===== src/rtl/irq_pkg.sv =====
package irq_pkg;

    localparam int LVL_W = 3;
    localparam int VEC_W = 8;

    typedef enum logic [3:0] {
        ST_IDLE,
        ST_IRQ,
        ST_WAIT_AS,
        ST_WAIT_DS,
        ST_CHECK,
        ST_DATA_OUT,
        ST_DTACK,
        ST_IACKOUT1,
        ST_IACKOUT2,
        ST_SCHEDULE
    } irq_state_e;

    typedef struct packed {
        irq_state_e         st;
        logic               line;    // interrupt line held low
        logic               resume;  // return to retry wait after pass-through
        logic [LVL_W-1:0]   lvl;
        logic [VEC_W-1:0]   vec;
    } irq_regs_t;

    typedef struct packed {
        logic addr_dir;
        logic data_dir;
        logic addr_en;
        logic dtack_oe;
    } buf_ctl_t;

    function automatic buf_ctl_t buf_for(irq_state_e s);
        buf_ctl_t b;
        b.addr_dir = 1'b0;
        b.addr_en  = 1'b1;
        b.dtack_oe = 1'b1;
        case (s)
            ST_CHECK, ST_DATA_OUT, ST_DTACK: b.data_dir = 1'b1;
            default:                         b.data_dir = 1'b0;
        endcase
        return b;
    endfunction

endpackage


===== src/rtl/irq_line_dec.sv =====
module irq_line_dec #(
    parameter int LVL_W     = 3,
    parameter int NUM_LINES = 7
) (
    input  logic                 en,
    input  logic [LVL_W-1:0]     lvl,
    output logic [NUM_LINES-1:0] line_n
);

    for (genvar g = 0; g < NUM_LINES; g++) begin : g_line
        assign line_n[g] = ~(en && (lvl == LVL_W'(g + 1)));
    end

endmodule


===== src/rtl/irq_retry_cnt.sv =====
module irq_retry_cnt #(
    parameter int TIMEOUT = 1000
) (
    input  logic clk,
    input  logic rst_n,
    input  logic run,
    output logic expired
);

    localparam int CW = $clog2(TIMEOUT + 1);

    logic [CW-1:0] cnt_d, cnt_q;

    always_comb begin
        cnt_d = run ? cnt_q + CW'(1) : '0;
    end

    always_ff @(posedge clk or negedge rst_n) begin
        if (!rst_n) cnt_q <= '0;
        else        cnt_q <= cnt_d;
    end

    assign expired = run && (cnt_q == CW'(TIMEOUT - 1));

endmodule


===== src/rtl/irq_daisy_requester.sv =====
module irq_daisy_requester
    import irq_pkg::*;
#(
    parameter int RETRY_TIMEOUT = 1000
) (
    input  logic                   clk,
    input  logic                   rst_n,
    input  logic                   irq_req,
    input  logic [7:0]             irq_level,
    input  logic [VEC_W-1:0]       irq_vector,
    input  logic                   iackin_n,
    input  logic                   as_n,
    input  logic [1:0]             ds_n,
    input  logic [LVL_W-1:0]       addr_hi,
    output logic [(2**LVL_W)-2:0]  irq_n,
    output logic                   iackout_n,
    output logic                   dtack_n,
    output logic [VEC_W-1:0]       data_out,
    output logic                   data_oe,
    output logic                   addr_dir,
    output logic                   data_dir,
    output logic                   addr_buf_en,
    output logic                   dtack_oe
);

    localparam int NUM_LINES = (2**LVL_W) - 1;
    localparam irq_regs_t REGS_RST = '{st: ST_IDLE, line: 1'b0, resume: 1'b0,
                                       lvl: '0, vec: '0};

    irq_regs_t regs_d, regs_q;
    logic      lvl_ok;
    logic      retry_run;
    logic      retry_done;
    logic      strobe_any;
    logic      strobes_idle;
    buf_ctl_t  buf_q;

    assign lvl_ok       = (irq_level != 8'd0) && (irq_level <= 8'(NUM_LINES));
    assign strobe_any   = (ds_n != 2'b11);
    assign strobes_idle = (ds_n == 2'b11);
    assign retry_run    = (regs_q.st == ST_SCHEDULE);

    irq_retry_cnt #(.TIMEOUT(RETRY_TIMEOUT)) i_retry (
        .clk     (clk),
        .rst_n   (rst_n),
        .run     (retry_run),
        .expired (retry_done)
    );

    always_comb begin
        regs_d = regs_q;
        case (regs_q.st)
            ST_IDLE: begin
                if (!iackin_n) begin
                    regs_d.st = ST_IACKOUT1;
                end else if (irq_req && lvl_ok) begin
                    regs_d.st   = ST_IRQ;
                    regs_d.line = 1'b1;
                    regs_d.lvl  = irq_level[LVL_W-1:0];
                    regs_d.vec  = irq_vector;
                end
            end
            ST_IRQ:      if (!iackin_n)  regs_d.st = ST_WAIT_AS;
            ST_WAIT_AS:  if (!as_n)      regs_d.st = ST_WAIT_DS;
            ST_WAIT_DS:  if (strobe_any) regs_d.st = ST_CHECK;
            ST_CHECK: begin
                if (regs_q.line && !iackin_n && (addr_hi == regs_q.lvl))
                    regs_d.st = ST_DATA_OUT;
                else
                    regs_d.st = ST_IACKOUT1;
            end
            ST_DATA_OUT: regs_d.st = ST_DTACK;
            ST_DTACK: begin
                if (strobes_idle) begin
                    regs_d.line = 1'b0;
                    regs_d.st   = irq_req ? ST_SCHEDULE : ST_IDLE;
                end
            end
            ST_IACKOUT1: regs_d.st = ST_IACKOUT2;
            ST_IACKOUT2: begin
                if (as_n) begin
                    regs_d.resume = 1'b0;
                    if (regs_q.line)        regs_d.st = ST_IRQ;
                    else if (regs_q.resume) regs_d.st = ST_SCHEDULE;
                    else                    regs_d.st = ST_IDLE;
                end
            end
            ST_SCHEDULE: begin
                if (!irq_req) begin
                    regs_d.st = ST_IDLE;
                end else if (!iackin_n) begin
                    regs_d.st     = ST_IACKOUT1;
                    regs_d.resume = 1'b1;
                end else if (retry_done) begin
                    regs_d.st   = ST_IRQ;
                    regs_d.line = 1'b1;
                end
            end
            default: regs_d = REGS_RST;
        endcase
    end

    always_ff @(posedge clk or negedge rst_n) begin
        if (!rst_n) regs_q <= REGS_RST;
        else        regs_q <= regs_d;
    end

    irq_line_dec #(.LVL_W(LVL_W), .NUM_LINES(NUM_LINES)) i_dec (
        .en     (regs_q.line),
        .lvl    (regs_q.lvl),
        .line_n (irq_n)
    );

    assign iackout_n = !((regs_q.st == ST_IACKOUT1) || (regs_q.st == ST_IACKOUT2));
    assign dtack_n   = (regs_q.st != ST_DTACK);
    assign data_oe   = (regs_q.st == ST_DATA_OUT) || (regs_q.st == ST_DTACK);
    assign data_out  = data_oe ? regs_q.vec : '0;

    assign buf_q       = buf_for(regs_q.st);
    assign addr_dir    = buf_q.addr_dir;
    assign data_dir    = buf_q.data_dir;
    assign addr_buf_en = buf_q.addr_en;
    assign dtack_oe    = buf_q.dtack_oe;

endmodule


===== config.mk =====
export PLATFORM = sky130hd
export DESIGN_NAME = irq_daisy_requester
export DESIGN_NICKNAME = d
export VERILOG_FILES = /design/src/rtl/irq_pkg.sv /design/src/rtl/irq_line_dec.sv /design/src/rtl/irq_retry_cnt.sv /design/src/rtl/irq_daisy_requester.sv
export SDC_FILE = /design/constraint.sdc
export NUM_CORES = 1
export LEC_CHECK = 0
export CAP_MARGIN = 20
export CORE_MARGIN = 2
export CORE_UTILIZATION = 62
export CTS_CLUSTER_DIAMETER = 40
export DETAILED_ROUTE_END_ITERATION = 8
export DONT_BUFFER_PORTS = 1
export PLACE_DENSITY = 0.78
export SLEW_MARGIN = 15
export SYNTH_ARGS = -nofsm -noshare
export SYNTH_HDL_FRONTEND = slang
export SYNTH_SLANG_ARGS = --single-unit

===== constraint.sdc =====
create_clock -name clk -period 2.3 [get_ports clk]
set_input_delay 0.46 -clock clk [delete_from_list [all_inputs] [get_ports clk]]
set_output_delay 0.46 -clock clk [all_outputs]
set_load 0.02 [all_outputs]

* Yosys cells after proc, flatten, opt, wreduce, memory -nomap -nowiden
Index checks and enable logic that the tools add are counted.
** Operators by class
- Add/sub/neg operators :: 1
- Order comparisons :: 1
- Equality and inequality tests :: 34
- Multiplexer cells :: 28
- Bitwise operators :: 10
- Reductions and logical operators :: 26
** Operator list (number)
- $mux 4 :: 10
- $pmux 4 s10 :: 1
- $ne 2x2->1 const B :: 12
- $mux 11 :: 2
- $pmux 11 s2 :: 1
- $eq 4x3->1 const B :: 4
- $mux 5 :: 3
- $reduce_and 7->1 :: 2
- $eq 3x3->1 const B :: 4
- $logic_and 1x1->1 :: 12
- $add 10x1->10 const B :: 1
- $eq 10x10->1 const B :: 1
- $mux 10 :: 1
- $not 1->1 :: 10
- $reduce_or 9->1 :: 1
- $eq 4x2->1 const B :: 2
- $eq 4x4->1 const B :: 2
- $le 8x3->1 const B :: 1
- $mux 8 :: 1
- $reduce_bool 8->1 :: 1
- $reduce_or 8->1 :: 1
- $reduce_or 7->1 :: 1
- $eq 3x2->1 const B :: 2
- $mux 1 :: 5
- 16 further kinds :: 19
** Word-level totals
- Register bits :: 27
- Input bits :: 26
- Output and inout port bits :: 22
- Logic and storage cells :: 106

* Longest topological paths before layout
- Depth in word-level cells :: 6
- Gate-level depth with buffers :: 7
- Depth with buffers taken out :: 6

* By module
Synthesis repeated with hierarchy kept, for this count alone.
** Unflattened totals
- Cell total of the unflattened synthesis :: 195
- Area, all modules :: 1754.2 µm²
** Modules (own cells, without submodules)
- irq_daisy_requester :: instances 1, cells an instance 141, area an instance 1208.7 µm², seq. area each 425.4 µm²
- irq_retry_cnt :: instances 1, cells an instance 47, area an instance 479.2 µm², seq. area each 250.2 µm²
- irq_line_dec :: instances 1, cells an instance 7, area an instance 66.3 µm², seq. area each 0.0 µm²

* Least setup slack after synthesis
No wires, ideal clock.
- Path kind :: reg-to-output
- Start point :: register regs_q[16]
- End point :: output port data_out[0]
- Arrival :: 1.358 ns
- Required time :: 1.840 ns
- Setup slack :: 0.482 ns
- Stages on the path, launching flop included :: 5
- Buffers on the path :: 2
- Cell sequence :: dfrtp_1 > buf_2 > nand2b_1 > clkbuf_1 > nor3_1
** On the way
- Cells in the longest elaborated chain, start to end :: 3
- Elaborated cells on any way between the ends :: 4
- Those cells by class :: eq/ne: 2; mux: 1; reduce/logical: 1
** RTL lines
- from (decl) :: RTL line irq_daisy_requester.sv:30 : irq_regs_t regs_d, regs_q;
- from (signal assigned) :: RTL line irq_daisy_requester.sv:105 : else regs_q <= regs_d;
- $eq 4x3->1 :: RTL line irq_daisy_requester.sv:116 : assign data_oe = (regs_q.st == ST_DATA_OUT) || (regs_q.st == ST_DTACK);
- $logic_or 1x1->1 * :: RTL line irq_daisy_requester.sv:116
- $mux 8 * :: RTL line irq_daisy_requester.sv:117 : assign data_out = data_oe ? regs_q.vec : '0;
- to (decl) :: RTL line irq_daisy_requester.sv:18 : output logic [VEC_W-1:0] data_out,
Every way passes the cells marked *; elsewhere a longest branch is shown, timed or not.

* Worst setup path in the final report
- Start point :: register regs_q[15]
- End point :: output port data_out[1]
Same word-level chain as after synthesis.

==> flow_summary.toml <==
[power]
power_mw = 1.94
powerDensity_nw_per_um2 = 1040
vdd_ir_drop_max_uv = 913
p_leak_nw = 0.821

[timing]
setup_viol = 0
finalCritPeriodShare = 0.939
rsz0062_at_grt = "no"
finalSetupTns_ns = 0
period_needed_ns = 2.16
fmax_mhz = 463
drv_slew = 0
skew_ns = 0.00477
hold_violations = 0

[die]
core_area_sq_um = 2690
die_y_um = 56.6
start_util = 0.638
io-pin-count = 48
fp-row-count = 19
die-area_sq_um = 3200
die_x_um = 56.6

[final_layout]
final_nets = 239
seqCellArea_sq_um = 677
stdcell_count = 242
multi_input_area_sq_um = 927
fillers = 204
drive_gt1_frac = 0.137
design_area_sq_um = 1860
n_antenna_cell = 0
syn_to_final_growth_pct = 8.76

[global_routing]
grt_pass1_wl_um = 6450
antenna_found_initial = 0
grt_pass1_vias = 1459
grt_max_degree = 28
gr-total-overflow = 0
grtUsageTotal = 0.257

[synthesis]
synthTopCellsByArea = "dfrtp_1, mux2i_1, nand2_1"
yosysSeqAreaShare = 0.394
synth_area_sq_um = 1710
synth_most_common_cell = "dfrtp_1"
ys_seq_elements = 27
synth_top_area_share = 0.394
synth_cell_types = 48
yosysTopAreaCell = "dfrtp_1"
synth_area_per_cell_sq_um = 8.40
yosys-top-cells-count = "dfrtp_1, nand2_1, nor2_1"
synth_edf_count = 0
synth_cells = 204
synth_top_flop_cell = "dfrtp_1"
async_flop_share = 1.00
ys_warn_count = 0

[place]
port_buffers = 0
dp.cells = 236
place_hpwl_um = 2850
place_area_sq_um = 1800
gp_congestion = 0.929

[drt]
drt_iter0_markers = 65
dr.pass1.iters = 5
dr_wl_met2_um = 1850
routed_wl_um = 3790
vias = 1502
wl_per_cell_um = 15.6
drc = 0
ant_nets = 0
wl_met1_um = 1620
viasPerCell = 6.21
routed.top_layer = "met4"
dr_wl_met3_um = 277

[status]
status = "completed"

[setup_path]
worstPathMaxFanout = 13
ff2ff_path_depth = 6
end_kind = "output port"
worst_path_largest_cell_delay_ns = 0.55
crit_family = "simple AND/OR/NAND/NOR gates"
cpMaxStageDelayCell = "dfrtp_1"
path_class = "reg2out"
worstReg2RegEnd = "regs_q[13]"
start_kind = "flip-flop"
arrival_ns = 1.70
crit_buf_inv = 1
path_depth = 3
rrSetupSlack_ns = 0.37
cp_data_required_time_ns = 1.84
rr_startpoint = "i_retry.cnt_q[0]"
cp_cell_sequence = "nand2b_1 > nor3_1 > buf_4"

[clocking]
clock_sinks = 27
clk_latency_ns = 0.32
clk_pin_slew_ns = 0.15
clk_path_buf_depth = 2
htreeDepth = 1
numCtsBuffers = 3
cts-root-buf = "clkbuf_4"
post-cts-setup-buffers = 0
cts_tree = "yes"

[job]
cap_violations = 0

[hold_path]
min_from = "irq_vector[5]"
hold_end = "regs_q[5]"
worstHoldPathCells = 2
hold_class = "in2reg"
## flip-flops by register name, indices dropped and copies added, names as in the netlist
| signal | cells |
|---|---|
| regs_q | 17 |
| i_retry.cnt_q | 10 |
## per-layer routing
layer / global-route usage / vias to the layer above
met1: 0.350 / 717
met3: 0.0461 / 6
met4: 0.0816 / 0
met5: 0 / -
li1: - / 713
met2: 0.415 / 66
## worst max-delay path by stage
stage               start     endpoint
6_report       regs_q[15]  data_out[1]
2_1_floorplan  regs_q[16]  data_out[0]
4_1_cts        regs_q[13]  data_out[1]
3_3_place_gp   regs_q[13]  data_out[5]
5_1_grt        regs_q[15]  data_out[1]
3_5_place_dp   regs_q[13]  data_out[1]
## layout make-up
cell class / count / area share
well taps: 31 / 0.0208
clock buffers: 3 / 0.0121
clock inverters: 1 / 0.00403
inverters: 15 / 0.0302
flip-flops and latches: 27 / 0.363
multi-input cells: 149 / 0.497
repair buffers: 16 / 0.0725
## power breakdown
part,internal [mW],switching [mW]
clock,0.0665,0.145
combinational,0.417,0.618
sequential,0.559,0.135
total,1.04,0.898
## kinds of logic after synthesis
group,after synthesis,share of synthesized area
fa+ha+maj,1,0.00730
simple gates,88,0.256
buf+inv,29,0.0759
mux,14,0.0839
other cells,2,0.00438
flops,27,0.394
compound gates,35,0.137
xor+xnor,8,0.0409
## layout by cell type, fill, tap and decap left out, types with 2 or more instances in the layout
cell type	n
mux2i_1	11
xor2_1	4
dfrtp_1	26
nor3_1	10
or2_2	2
nor2b_1	3
mux2_1	3
or3_1	3
nor4_1	2
clkbuf_4	3
nand2_1	21
a21oi_1	8
nand4b_1	2
inv_1	14
xnor2_1	4
a31oi_1	5
o21ai_0	7
nor2_1	21
conb_1	3
and2b_1	2
nand3_1	8
buf_4	14
nand2b_1	3
nand4_1	4
## stage by stage
| stage | util | worst slack [ns] | hold WS (ns) |
|---|---|---|---|
| final | 0.694 | 0.141 | 0.246 |
| after global routing | 0.694 | 0.00566 | 0.231 |
| after CTS | 0.693 | 0.0479 | 0.242 |
| after detailed placement | 0.668 | 0.355 | 0.165 |
| after global placement | 0.668 | 0.428 | 0.165 |
| after floorplan | - | 0.482 | 0.164 |
## what timing repair did
item / CTS / global route
endpoints found under the setup margin: 8 / 9
endpoints found under the hold margin: 27 / 0
hold buffers: 2 / 0
pin swaps: 0 / 0
gates resized for setup: 1 / 2
gates cloned: 0 / 0
Power figures use the tool's default switching activity.
